`src/rtl/phy_mgmt_pkg.sv`:
```
package phy_mgmt_pkg;
  localparam int unsigned DATA_W = 16;
  localparam int unsigned IDX_W  = 5;

  localparam int unsigned IDX_STATUS  = 1;
  localparam int unsigned IDX_ADVERT  = 4;
  localparam int unsigned IDX_PARTNER = 5;
  localparam int unsigned IDX_DIAG    = 18;

  function automatic logic is_derived(int unsigned idx);
    return (idx == IDX_STATUS) || (idx == IDX_PARTNER) || (idx == IDX_DIAG);
  endfunction

  function automatic logic [DATA_W-1:0] reset_val(int unsigned idx);
    case (idx)
      0:          return 16'h3100;
      2:          return 16'h0300;
      3:          return 16'hE400;
      IDX_ADVERT: return 16'h01E1;
      default:    return '0;
    endcase
  endfunction
endpackage

```
`src/rtl/phy_mgmt_store.sv`:
```
module phy_mgmt_store #(
  parameter int unsigned AW   = phy_mgmt_pkg::IDX_W,
  parameter int unsigned DW   = phy_mgmt_pkg::DATA_W,
  localparam int unsigned NREG = 1 << AW
) (
  input  logic                     clk_i,
  input  logic                     rst_ni,
  input  logic                     we_i,
  input  logic [AW-1:0]            idx_i,
  input  logic [DW-1:0]            wdata_i,
  output logic [NREG-1:0][DW-1:0]  regs_o
);
  for (genvar gi = 0; gi < NREG; gi++) begin : g_reg
    if (phy_mgmt_pkg::is_derived(gi)) begin : g_none
      // derived words keep no state
      assign regs_o[gi] = '0;
    end else begin : g_ff
      logic [DW-1:0] q;
      always_ff @(posedge clk_i or negedge rst_ni) begin
        if (!rst_ni) begin
          q <= DW'(phy_mgmt_pkg::reset_val(gi));
        end else if (we_i && idx_i == AW'(gi)) begin
          q <= wdata_i;
        end
      end
      assign regs_o[gi] = q;
    end
  end
endmodule

```
`src/rtl/phy_mgmt_derive.sv`:
```
module phy_mgmt_derive #(
  parameter int unsigned DW = phy_mgmt_pkg::DATA_W
) (
  input  logic [3:0]    adv_i,   // advertisement bits 8:5
  input  logic          link_i,
  output logic [DW-1:0] status_o,
  output logic [DW-1:0] partner_o,
  output logic [DW-1:0] diag_o
);
  logic hd10, fd10, hd100, fd100;
  assign {fd100, hd100, fd10, hd10} = adv_i;

  always_comb begin
    status_o     = '0;
    status_o[14] = 1'b1;
    status_o[13] = 1'b1;
    status_o[12] = 1'b1;
    status_o[11] = 1'b1;
    status_o[5]  = 1'b1;  // negotiation complete
    status_o[3]  = 1'b1;  // negotiation able
    status_o[2]  = link_i;

    partner_o      = '0;
    partner_o[14]  = 1'b1;
    partner_o[8:5] = adv_i;

    diag_o     = '0;
    diag_o[10] = hd100 | fd100;
    diag_o[11] = fd100 | fd10;
  end
endmodule

```
`src/rtl/phy_mgmt_regs.sv`:
```
module phy_mgmt_regs #(
  parameter int unsigned AW = phy_mgmt_pkg::IDX_W,
  parameter int unsigned DW = phy_mgmt_pkg::DATA_W
) (
  input  logic          clk_i,
  input  logic          rst_ni,
  input  logic [AW-1:0] idx_i,
  input  logic          rd_i,
  input  logic          wr_i,
  input  logic [DW-1:0] wdata_i,
  input  logic          link_i,
  output logic [DW-1:0] rdata_o,
  output logic          rvalid_o
);
  localparam int unsigned NREG = 1 << AW;

  logic [NREG-1:0][DW-1:0] regs;
  logic [DW-1:0] status_w, partner_w, diag_w, rd_word;

  phy_mgmt_store #(.AW(AW), .DW(DW)) u_store (
    .clk_i   (clk_i),
    .rst_ni  (rst_ni),
    .we_i    (wr_i),
    .idx_i   (idx_i),
    .wdata_i (wdata_i),
    .regs_o  (regs)
  );

  phy_mgmt_derive #(.DW(DW)) u_derive (
    .adv_i     (regs[phy_mgmt_pkg::IDX_ADVERT][8:5]),
    .link_i    (link_i),
    .status_o  (status_w),
    .partner_o (partner_w),
    .diag_o    (diag_w)
  );

  always_comb begin
    if (idx_i == AW'(phy_mgmt_pkg::IDX_STATUS))       rd_word = status_w;
    else if (idx_i == AW'(phy_mgmt_pkg::IDX_PARTNER)) rd_word = partner_w;
    else if (idx_i == AW'(phy_mgmt_pkg::IDX_DIAG))    rd_word = diag_w;
    else                                              rd_word = regs[idx_i];
  end

  always_ff @(posedge clk_i or negedge rst_ni) begin
    if (!rst_ni) begin
      rvalid_o <= 1'b0;
      rdata_o  <= '0;
    end else begin
      rvalid_o <= rd_i;
      if (rd_i) rdata_o <= rd_word;
    end
  end
endmodule

```
`config.mk`:
```
export PLATFORM = sky130hd
export DESIGN_NAME = phy_mgmt_regs
export DESIGN_NICKNAME = d
export VERILOG_FILES = /design/src/rtl/phy_mgmt_pkg.sv /design/src/rtl/phy_mgmt_store.sv /design/src/rtl/phy_mgmt_derive.sv /design/src/rtl/phy_mgmt_regs.sv
export SDC_FILE = /design/constraint.sdc
export NUM_CORES = 1
export LEC_CHECK = 0
export ABC_AREA = 1
export BUFFER_PORTS_ARGS = -buffer_cell sky130_fd_sc_hd__buf_4
export CAP_MARGIN = 10
export CORE_MARGIN = 2
export CORE_UTILIZATION = 57
export DETAILED_ROUTE_END_ITERATION = 16
export GPL_TIMING_DRIVEN = 0
export PLACE_DENSITY = 0.79
export SYNTH_ARGS = -nofsm -noshare
export SYNTH_HDL_FRONTEND = slang
export SYNTH_SLANG_ARGS = --single-unit
```
`constraint.sdc`:
```
create_clock -name clk_i -period 1.2 [get_ports clk_i]
set_input_delay 0.06 -clock clk_i [delete_from_list [all_inputs] [get_ports clk_i]]
set_output_delay 0.06 -clock clk_i [all_outputs]
set_load 0.005 [all_outputs]
```
# --- Word-level counts from Yosys, hierarchy flattened ---
# Cells that the tools add are included.
totals:
  word_cells: 100
  ff_bits: 481
  out_inout_bits: 17
  inputBits: 26
op_classes:
  bitwise_logic: 2
  magnitude_cmp: 1
  n_reduce_logical: 30
  n_mux: 5
  eq_ne: 31
ops:
  columns: ["cell", "count"]
  rows:
  - ["16-bit binary-select mux with 5-bit select", 1]
  - ["5-bit equality test (second input constant)", 16]
  - ["16-bit two-way mux", 4]
  - ["5-bit by 4-bit equality test with 1-bit output (second input constant)", 8]
  - ["1-bit logical AND", 29]
  - ["5-bit by 3-bit equality test with 1-bit output (second input constant)", 4]
  - ["5-bit by 2-bit equality test with 1-bit output (second input constant)", 2]
  - ["5-bit by 6-bit less-than comparator with 1-bit output (second input constant)", 1]
  - ["5-bit by 1-bit equality test with 1-bit output (second input constant)", 1]
  - ["5-bit zero test", 1]
  - ["1-bit bitwise OR", 2]

# --- Longest topological paths before layout ---
# Gate-level depths: netlist (run 1).
depth:
  ltp_word: 5
  depth_mapped: 15
  ltp_nobuf: 13

# --- By module ---
# Synthesis (run 1) repeated with hierarchy kept, for this count alone.
hier_totals:
  cells_unflattened: 3616
  area_unflattened_um2: 25833.5
modules_own_cells:
  columns: ["module", "area_each_um2", "cells_each", "seq_area_each_um2", "instances"]
  rows:
  - ["phy_mgmt_store", 18950.7, 2153, 11628.7, 1]
  - ["phy_mgmt_regs", 6511.2, 1410, 425.4, 1]
  - ["phy_mgmt_derive", 371.6, 53, 0.0, 1]

# --- Worst setup path after synthesis (run 1) ---
# Ideal clock, no wire load.
synth_path:
  path_kind: "input -> register"
  start: "input idx_i[1]"
  end: "register u_store.g_reg[26].g_ff.q[1]"
  slack_ns: -0.225
  stages: 10
  path_buffers: 3
  arrival_time_ns: 1.292
  t_required_ns: 1.067
  setup_time_ns: 0.133
  path_cell_list: "buf_2 -> inv_1 -> nor2_2 -> buf_2 -> nand2_1 -> inv_1 -> nand2_1 -> clkbuf_1 -> nand2_1 -> o21ai_0"
synth_between:
  elab_chain_len: 2
synth_rtl:
  columns: ["item", "line_no", "source"]
  rows:
  - ["from (decl)", "phy_mgmt_regs.sv:7", "input logic [AW-1:0] idx_i,"]
  - ["5-bit equality test", "phy_mgmt_store.sv:22", "end else if (we_i && idx_i == AW'(gi)) begin"]
  - ["1-bit logical AND", "phy_mgmt_store.sv:22", null]
  - ["to (signal assigned)", "phy_mgmt_store.sv:21", "q <= DW'(phy_mgmt_pkg::reset_val(gi));"]
  - ["to (signal assigned)", "phy_mgmt_store.sv:23", "q <= wdata_i;"]
  - ["to (decl)", "phy_mgmt_store.sv:18", "logic [DW-1:0] q;"]
# No other way between the ends.
# A chain may end at the register's enable or synchronous reset.

# --- Worst setup path in the final report (run 1) ---
layout_path:
  start: "input idx_i[0]"
  end: "register rdata_o[2]"
layout_between:
  elab_chain_len: 5
  word_cells_on_any_way: 8
  classes_between: "eq/ne (3); mux (5)"
layout_rtl:
  columns: ["item", "line_no", "source"]
  rows:
  - ["16-bit binary-select mux with 5-bit select", "phy_mgmt_regs.sv:41", "else rd_word = regs[idx_i];"]
  - ["16-bit two-way mux (not written as such)", "phy_mgmt_regs.sv:41", null]
  - ["16-bit two-way mux", "phy_mgmt_regs.sv:40", "else if (idx_i == AW'(phy_mgmt_pkg::IDX_DIAG)) rd_word = diag_w;"]
  - ["16-bit two-way mux", "phy_mgmt_regs.sv:39", "else if (idx_i == AW'(phy_mgmt_pkg::IDX_PARTNER)) rd_word = partner_w;"]
  - ["16-bit two-way mux *", "phy_mgmt_regs.sv:38", "if (idx_i == AW'(phy_mgmt_pkg::IDX_STATUS)) rd_word = status_w;"]
  - ["to (signal assigned)", "phy_mgmt_regs.sv:50", "if (rd_i) rdata_o <= rd_word;"]
  - ["to (decl)", "phy_mgmt_regs.sv:12", "output logic [DW-1:0] rdata_o,"]
# Every way passes the cells marked *; elsewhere a longest branch is shown, timed or not. The select of a mux whose other input is x is not followed.

==> qor.txt, run 1 <==
Top post-synthesis cells by count: nand2_1 (1220), dfrtp_1 (467), o21ai_0 (455), clkbuf_1 (173), nand3_1 (77)
Chip height: 197.2 microns
Post-synthesis cell count: 2667
Crit share post-route: 124.4%
Failing checks: hold timing, setup timing
Ys flop type: dfrtp_1
RSZ-0062 raised after global routing: true
Core Region: 36700 sq um
Final net count: 2818
Avg Cell Area, Syn: 7.978 sq um
Die width: 197.2 microns
Outcome: complete, but fails checks
WHS: -674.1 ps
Fmax: 669.7 MHz
Post-synth EDFFs: 0
VDD IR max: 1.195 mV
Register bit count reported by yosys: 481
PortBufs: 40
Routed vias/inst: 6.349
Syn_nets: 2693
Worst skew pair latency: 620 ps
Synth warn: 0
Total power: 44380 uW
Min Tclk post-route: 1493 ps
Placer Congestion: 1.024
Dominant cell type by area after synthesis: dfrtp_1
DR iter-0 viols: 2913
Via Count: 20950
Die Footprint: 38890 sq um
Avg WL per Cell: 27.20 microns
P_leak: 0.01240 uW
First-pass GRT wire length: 129700 microns
Cts hold-fix bufs: 2
Final setup viols: 18
Crit path arrival time: 2030 ps
TritonCTS clock tree: built
Slew HR: 28.07%
Final Skew: 30.74 ps
Placement Setup Slack: -1427 ps
Mapped cell area: 21280 sq um
Critical path class: in2reg
Largest net degree at the start of global routing: 117
Syn-to-layout area delta: 18.44%
Cell row count: 70
Sequential area share after synthesis: 56.65%
Top-level I/O count: 43
GRT overflow: 0
Max H-tree Level: 2
Reg area: 12050 sq um
Routed Antenna Nets: 0
CTS Buf Count: 50
Vias in the first global route: 20010
Yosys top cell area share: 54.92%
Reg2reg setup slack: -280 ps
Critical Path RT: 1730 ps
FF-to-FF End: rdata_o[12]
Critical Path Sink Type: register
Fraction of registers with async set/reset: 100.0%
TritonCTS Sinks: 481
Synth unique cells: 22
Layout cells sized above 1: 15.75%
# DRC: 0
Worst slew pin tran: 1079 ps
Initial DRT Pass Iterations: 9
Worst r2r src: u_store.g_reg[12].g_ff.q[12]
Final Util: 68.67%
Slew Viols, Final: 0
Hold Crit Class: in2async
All-Layer GR Usage: 46.82%
Antenna violations before repair: 6
R2R depth: 10
Layout fillers: 3079
Count leader, synth: nand2_1
Critical path startpoint category: input port
Pwr per Cell Area: 1761 nW/um^2
Diodes inserted: 0
Fin. Hold Viols: 221
Area of the multi-input gates: 8761 sq um
Clk buf depth: 3
Dpl hpwl: 60060 microns
Critical path fanouts, max: 10
Max-Cap Viols: 0
Clock slew at reported path FFs: 60 ps
Initial core utilization: 57.98%
Synth top area cells: dfrtp_1 (55%), nand2_1 (22%), o21ai_0 (11%)
Drt total wl: 89720 microns
CTS Root Buffer Type: clkbuf_16
Worst Setup Slack, final: -293.1 ps
sequential cells by signal, summed over array words and instances (netlist names):
signal,count
rvalid_o,1
u_store.g.g_ff.q,464
rdata_o,16
cells in the final DEF, fill, tap and decap left out, types with 4 or more instances in the layout:
| master | n |
|---|---|
| nand2_2 | 45 |
| buf_2 | 24 |
| clkinv_2 | 4 |
| nand2_4 | 15 |
| buf_4 | 76 |
| clkbuf_1 | 76 |
| nor2_2 | 7 |
| or2_2 | 6 |
| bufinv_16 | 5 |
| nand4_1 | 34 |
| a21oi_2 | 5 |
| a22oi_2 | 11 |
| clkbuf_2 | 74 |
| a21oi_1 | 13 |
| nand3_2 | 21 |
| o21ai_4 | 6 |
| clkbuf_8 | 13 |
| nand3_1 | 56 |
| nor2_4 | 10 |
| nor2_1 | 26 |
| buf_16 | 4 |
| dfrtp_1 | 467 |
| nand2_1 | 1160 |
| a22oi_1 | 22 |
| dfstp_2 | 14 |
| o21ai_1 | 35 |
| o21ai_0 | 441 |
| inv_1 | 46 |
| clkbuf_16 | 51 |
| inv_2 | 13 |
| clkbuf_4 | 10 |
| buf_6 | 11 |
power by group:
part | leakage (uW) | switching [uW] | internal (uW)
clock network | 0.000807 | 6820 | 9300
registers | 0.00620 | 1780 | 19300
logic | 0.00540 | 4640 | 2560
total | 0.0124 | 13200 | 31100
worst max-delay path by stage:
| stage | from | endpoint | cells after the start |
|---|---|---|---|
| 2_1_floorplan | idx_i[1] | u_store.g_reg[10].g_ff.q[1] | 10 |
| 3_3_place_gp | rst_ni | u_store.g_reg[20].g_ff.q[6] | 1 |
| 3_5_place_dp | idx_i[0] | rdata_o[13] | 11 |
| 4_1_cts | u_store.g_reg[12].g_ff.q[12] | rdata_o[12] | 10 |
| 5_1_grt | u_store.g_reg[29].g_ff.q[13] | rdata_o[13] | 8 |
| 6_report | idx_i[0] | rdata_o[2] | 13 |
per-layer routing:
layer	GRT usage, %	part of all wire [%]
met2	68.88	43
met3	14.80	14
met5	0	0
met4	35.37	8.6
met1	57.94	35
critical path, cell delays in order:
cell      delay [ps]
buf_4            180
clkbuf_4         320
buf_4            390
nand2_1          100
a21oi_1          200
o21ai_1          110
nand2_1          110
nand2_1           50
nand2_1           80
nand2_2          120
nand3_2          170
nand2_1           60
inv_1             50
kinds of logic (layout without fill, tap and decap cells):
group | after synthesis | in the layout | synth area share [%]
AO/OA/AOI/OAI | 540 | 540 | 13.17
buffers and inverters | 265 | 429 | 4.822
flip-flops | 481 | 481 | 56.65
AND/OR/NAND/NOR | 1381 | 1381 | 25.36
through the flow:
step                      cell area, sq um  cells  TNS (ps)
after CTS                            24720   3281    -10790
after detailed placement             22490   3178   -616260
after global routing                 25200   3299     -3681
after floorplan                      21510   2667    -752.7
final                                25200   3299     -3181
after global placement               22400   3175  -2588340
layout make-up:
class	instances	share of cell area (%)
inverters	62	0.9433
plain buffers	199	4.379
clock inverters	17	0.9731
well taps	468	2.324
repair buffers	77	3.148
clock buffers	74	5.640
multi-input cells	1921	34.76
flip-flops and latches	481	47.83
what timing repair did:
action | in CTS | in global routing
pin swaps | 33 | 42
setup endpoints to repair | 587 | 477
gates cloned | 3 | 1
hold endpoints to repair | 183 | 221
gates resized for setup | 131 | 194
buffers inserted | 11 | 17
No activity file was read; power rests on OpenSTA's default activity.
==> run 2: changes to the inputs <==
--- a/config.mk
+++ b/config.mk
@@ -9,10 +9,11 @@
 export BUFFER_PORTS_ARGS = -buffer_cell sky130_fd_sc_hd__buf_4
 export CAP_MARGIN = 10
 export CORE_MARGIN = 2
-export CORE_UTILIZATION = 57
+export CORE_UTILIZATION = 50
 export DETAILED_ROUTE_END_ITERATION = 16
 export GPL_TIMING_DRIVEN = 0
-export PLACE_DENSITY = 0.79
+export PLACE_DENSITY = 0.71
+export SLEW_MARGIN = 15
 export SYNTH_ARGS = -nofsm -noshare
 export SYNTH_HDL_FRONTEND = slang
 export SYNTH_SLANG_ARGS = --single-unit
==> run 2 against run 1 <==
  * The flow still finishes with violations (hold timing, setup timing)
  * Total power grew 0.26%
  * Clock skew shrank 11 ps
  * Non-clock buffer count fell by 12
  * Flip-flop and latch count unchanged
  * Combinational power shrank 2%
  * Die area grew 14%
  * Critical endpoint is now rdata_o[15]
  * Worst hold slack better by 100 ps
  * Design area is 0.17% higher
  * First-iteration DRC count is 12% higher
  * Largest cell class unchanged
  * Count of clock-buffer cells in the layout is 4 higher
  * Critical path depth fell by 2
  * Sequential power hardly changed
==> qor.txt, run 2 (synthesized netlist as in run 1, its figures left out) <==
Outcome: complete, but fails checks
Failing checks: hold timing, setup timing
Critical path startpoint category: input port
Critical Path Sink Type: register
Pwr per Cell Area: 1762 nW/um^2 (about the same)
Core Region: 41950 sq um (+14%)
Largest net degree at the start of global routing: 109 (-6.8%)
Worst Setup Slack, final: -241.2 ps (+51.93 ps)
FF-to-FF End: rdata_o[11]
Die Footprint: 44220 sq um (+14%)
WHS: -569.4 ps (+104.7 ps)
Min Tclk post-route: 1441 ps (-51.93 ps)
All-Layer GR Usage: 40.45% (-6.4 points)
Avg WL per Cell: 26.41 microns (-2.9%)
Layout cells sized above 1: 16.35% (+0.59 points)
CTS Buf Count: 52 (+4.0%)
Worst slew pin tran: 1074 ps (-5.428 ps)
Vias in the first global route: 19390 (-3.1%)
Worst r2r src: u_store.g_reg[31].g_ff.q[11]
Top-level I/O count: 43 (unchanged)
Initial core utilization: 50.73% (-7.3 points)
Slew Viols, Final: 0 (unchanged)
Cts hold-fix bufs: 2 (unchanged)
TritonCTS Sinks: 481 (unchanged)
Placer Congestion: 1.036 (+1.2%)
Biggest register: u_store.g.g_ff.q
P_leak: 0.01233 uW (-0.57%)
TritonCTS clock tree: built
Fmax: 693.9 MHz (+3.6%)
Worst skew pair latency: 610 ps (about the same)
Clock network power share: 36.9% (+0.6 points)
Clock slew at reported path FFs: 60 ps (about the same)
Reg2reg setup slack: -230 ps (+50 ps)
Chip height: 210.3 microns (+6.6%)
Layout fillers: 3803 (+24%)
Largest regs: u_store.g.g_ff.q (464), rdata_o (16), rvalid_o (1)
Critical Path RT: 1750 ps (+20 ps)
RSZ-0062 raised after global routing: true
Syn-to-layout area delta: 18.65%
Sequential share of power: 47.3% (about the same)
CTS Root Buffer Type: clkbuf_16
Routed vias/inst: 6.120 (-3.6%)
Hold Crit Class: in2async
Critical path class: in2reg
Clk buf depth: 3 (unchanged)
Die width: 210.3 microns (+6.6%)
R2R depth: 10 (unchanged)
Critical path fanouts, max: 9 (-1)
PortBufs: 40 (unchanged)
Max-Cap Viols: 0 (unchanged)
Final Skew: 19.82 ps (-10.92 ps)
Via Count: 20570 (-1.8%)
VDD IR max: 1.016 mV (-15%)
Dpl hpwl: 61420 microns (+2.3%)
Largest register FFs: 464 (unchanged)
Routed Antenna Nets: 0 (unchanged)
Final net count: 2808 (-0.35%)
Placed instance area: 22640 sq um (+0.66%)
Cell internal pwr: 31280 uW (+0.48%)
Sw Ratio: 29.69% (-0.15 points)
Slowest stage delay, CP: 250 ps (-140 ps)
First-pass GRT wire length: 128100 microns (-1.3%)
Initial DRT Pass Iterations: 8 (-1)
Commonest non-fill, non-tap cells in the layout: nand2_1 (1149), dfrtp_1 (467), o21ai_0 (442)
GRT overflow: 0 (unchanged)
Placed insts: 3251 (+2.3%)
Drt total wl: 88780 microns (-1.0%)
Crit share post-route: 120.1% (-4.3 points)
Commonest non-fill, non-tap cell in the layout: nand2_1
Max H-tree Level: 2 (unchanged)
Combinational share of power: 15.8% (-0.4 points)
DR iter-0 viols: 3275 (+12%)
Final setup viols: 43 (+25)
Crit path arrival time: 1990 ps (-40 ps)
Fin. Hold Viols: 117 (-47%)
Antenna violations before repair: 5 (-1)
NetSw: 13210 uW (-0.24%)
Cell row count: 75 (+7.1%)
Final std cells w/o fill: 3361 (+1.9%)
Setup TNS Final: -3870 ps (-688.8 ps)
Slew HR: 28.43% (+0.36 points)
# DRC: 0 (unchanged)
Fin area: 25250 sq um (+0.17%)
Most common cell on crit path: nand2_1
CP max stage cell: nand2_2
Critical Path, Cell by Cell: buf_4 > inv_2 > nand2_2 > nor2_1 > nand2_1 > clkinv_1 > nor2_1 > nand2_1 > inv_1 > nand3_2 > nand2_1
==> run 2: changes by cell type in the layout (fill, tap and decap cells not counted), sizes merged <==
cell / before / now
clkbuf: 224 / 220
bufbuf: 3 / 0
bufinv: 5 / 3
diode: 0 / 2
clkdlybuf4s15: 1 / 0
clkinv: 9 / 8
clkinvlp: 2 / 3
inv: 63 / 62
==> run 2: final cells by class <==
cell class / instances / area (sq um) / share of cell area, %
Tap cell: 539 / 674.4 / 2.671
Multi-Input combinational cell: 1921 / 8780 / 34.78
Antenna cell: 2 / 5.005 / 0.01982
Timing Repair Buffer: 68 / 694.4 / 2.751
Sequential cell: 481 / 12050 / 47.75
Clock buffer: 78 / 1550 / 6.141
Clock inverter: 14 / 160.2 / 0.6344
Inverter: 62 / 240.2 / 0.9516
Buffer: 196 / 1087 / 4.307
==> run 2: worst max-delay path by stage <==
stage	startpoint	endpoint	slack [ps]	cells after the start
floorplan	idx_i[1]	u_store.g_reg[10].g_ff.q[1]	-30	10
global placement	rst_ni	u_store.g_reg[16].g_ff.q[6]	-4860	1
detailed placement	idx_i[0]	rdata_o[8]	-1410	15
CTS	u_store.g_reg[31].g_ff.q[11]	rdata_o[11]	-210	10
global route	u_store.g_reg[22].g_ff.q[11]	rdata_o[11]	-300	10
finish	idx_i[3]	rdata_o[15]	-240	11
==> run 2: power groups by stage <==
stage	Clock [uW]	Combinational, uW	Sequential, uW
after CTS	16400	6680	20900
after global routing	17000	7760	21300
after global placement	0	6090	21100
after detailed placement	0	6360	21100
after floorplan	0	3930	20700
final	16400	7050	21000
==> run 2: critical path, delay by kind of cell <==
family	cells	cell delay, ps
buffers and inverters	4	740
AND/OR/NAND/NOR	7	1160
==> run 2: per-layer routing <==
layer	GRT usage, %	up-vias	part of all wire [%]
met3	11.67	390	12
met2	60.23	1394	43
met1	51.46	9971	36
met5	0	-	0
li1	-	8815	-
met4	27.37	0	8.1
==> run 2: timing repair <==
item | in CTS | in global routing
resized for setup | 166 | 169
buffers inserted | 9 | 12
hold endpoints to repair | 129 | 84
pin swaps | 37 | 35
setup endpoints to repair | 419 | 322
==> run 2: metrics by stage <==
step	power, uW	util (%)	setup slack [ps]
after CTS	43950	59.39	-207.0
after global routing	46100	60.17	-301.7
after global placement	27150	53.60	-4859
after floorplan	24640	-	-30.62
final	44490	60.18	-241.2
after detailed placement	27500	53.96	-1409
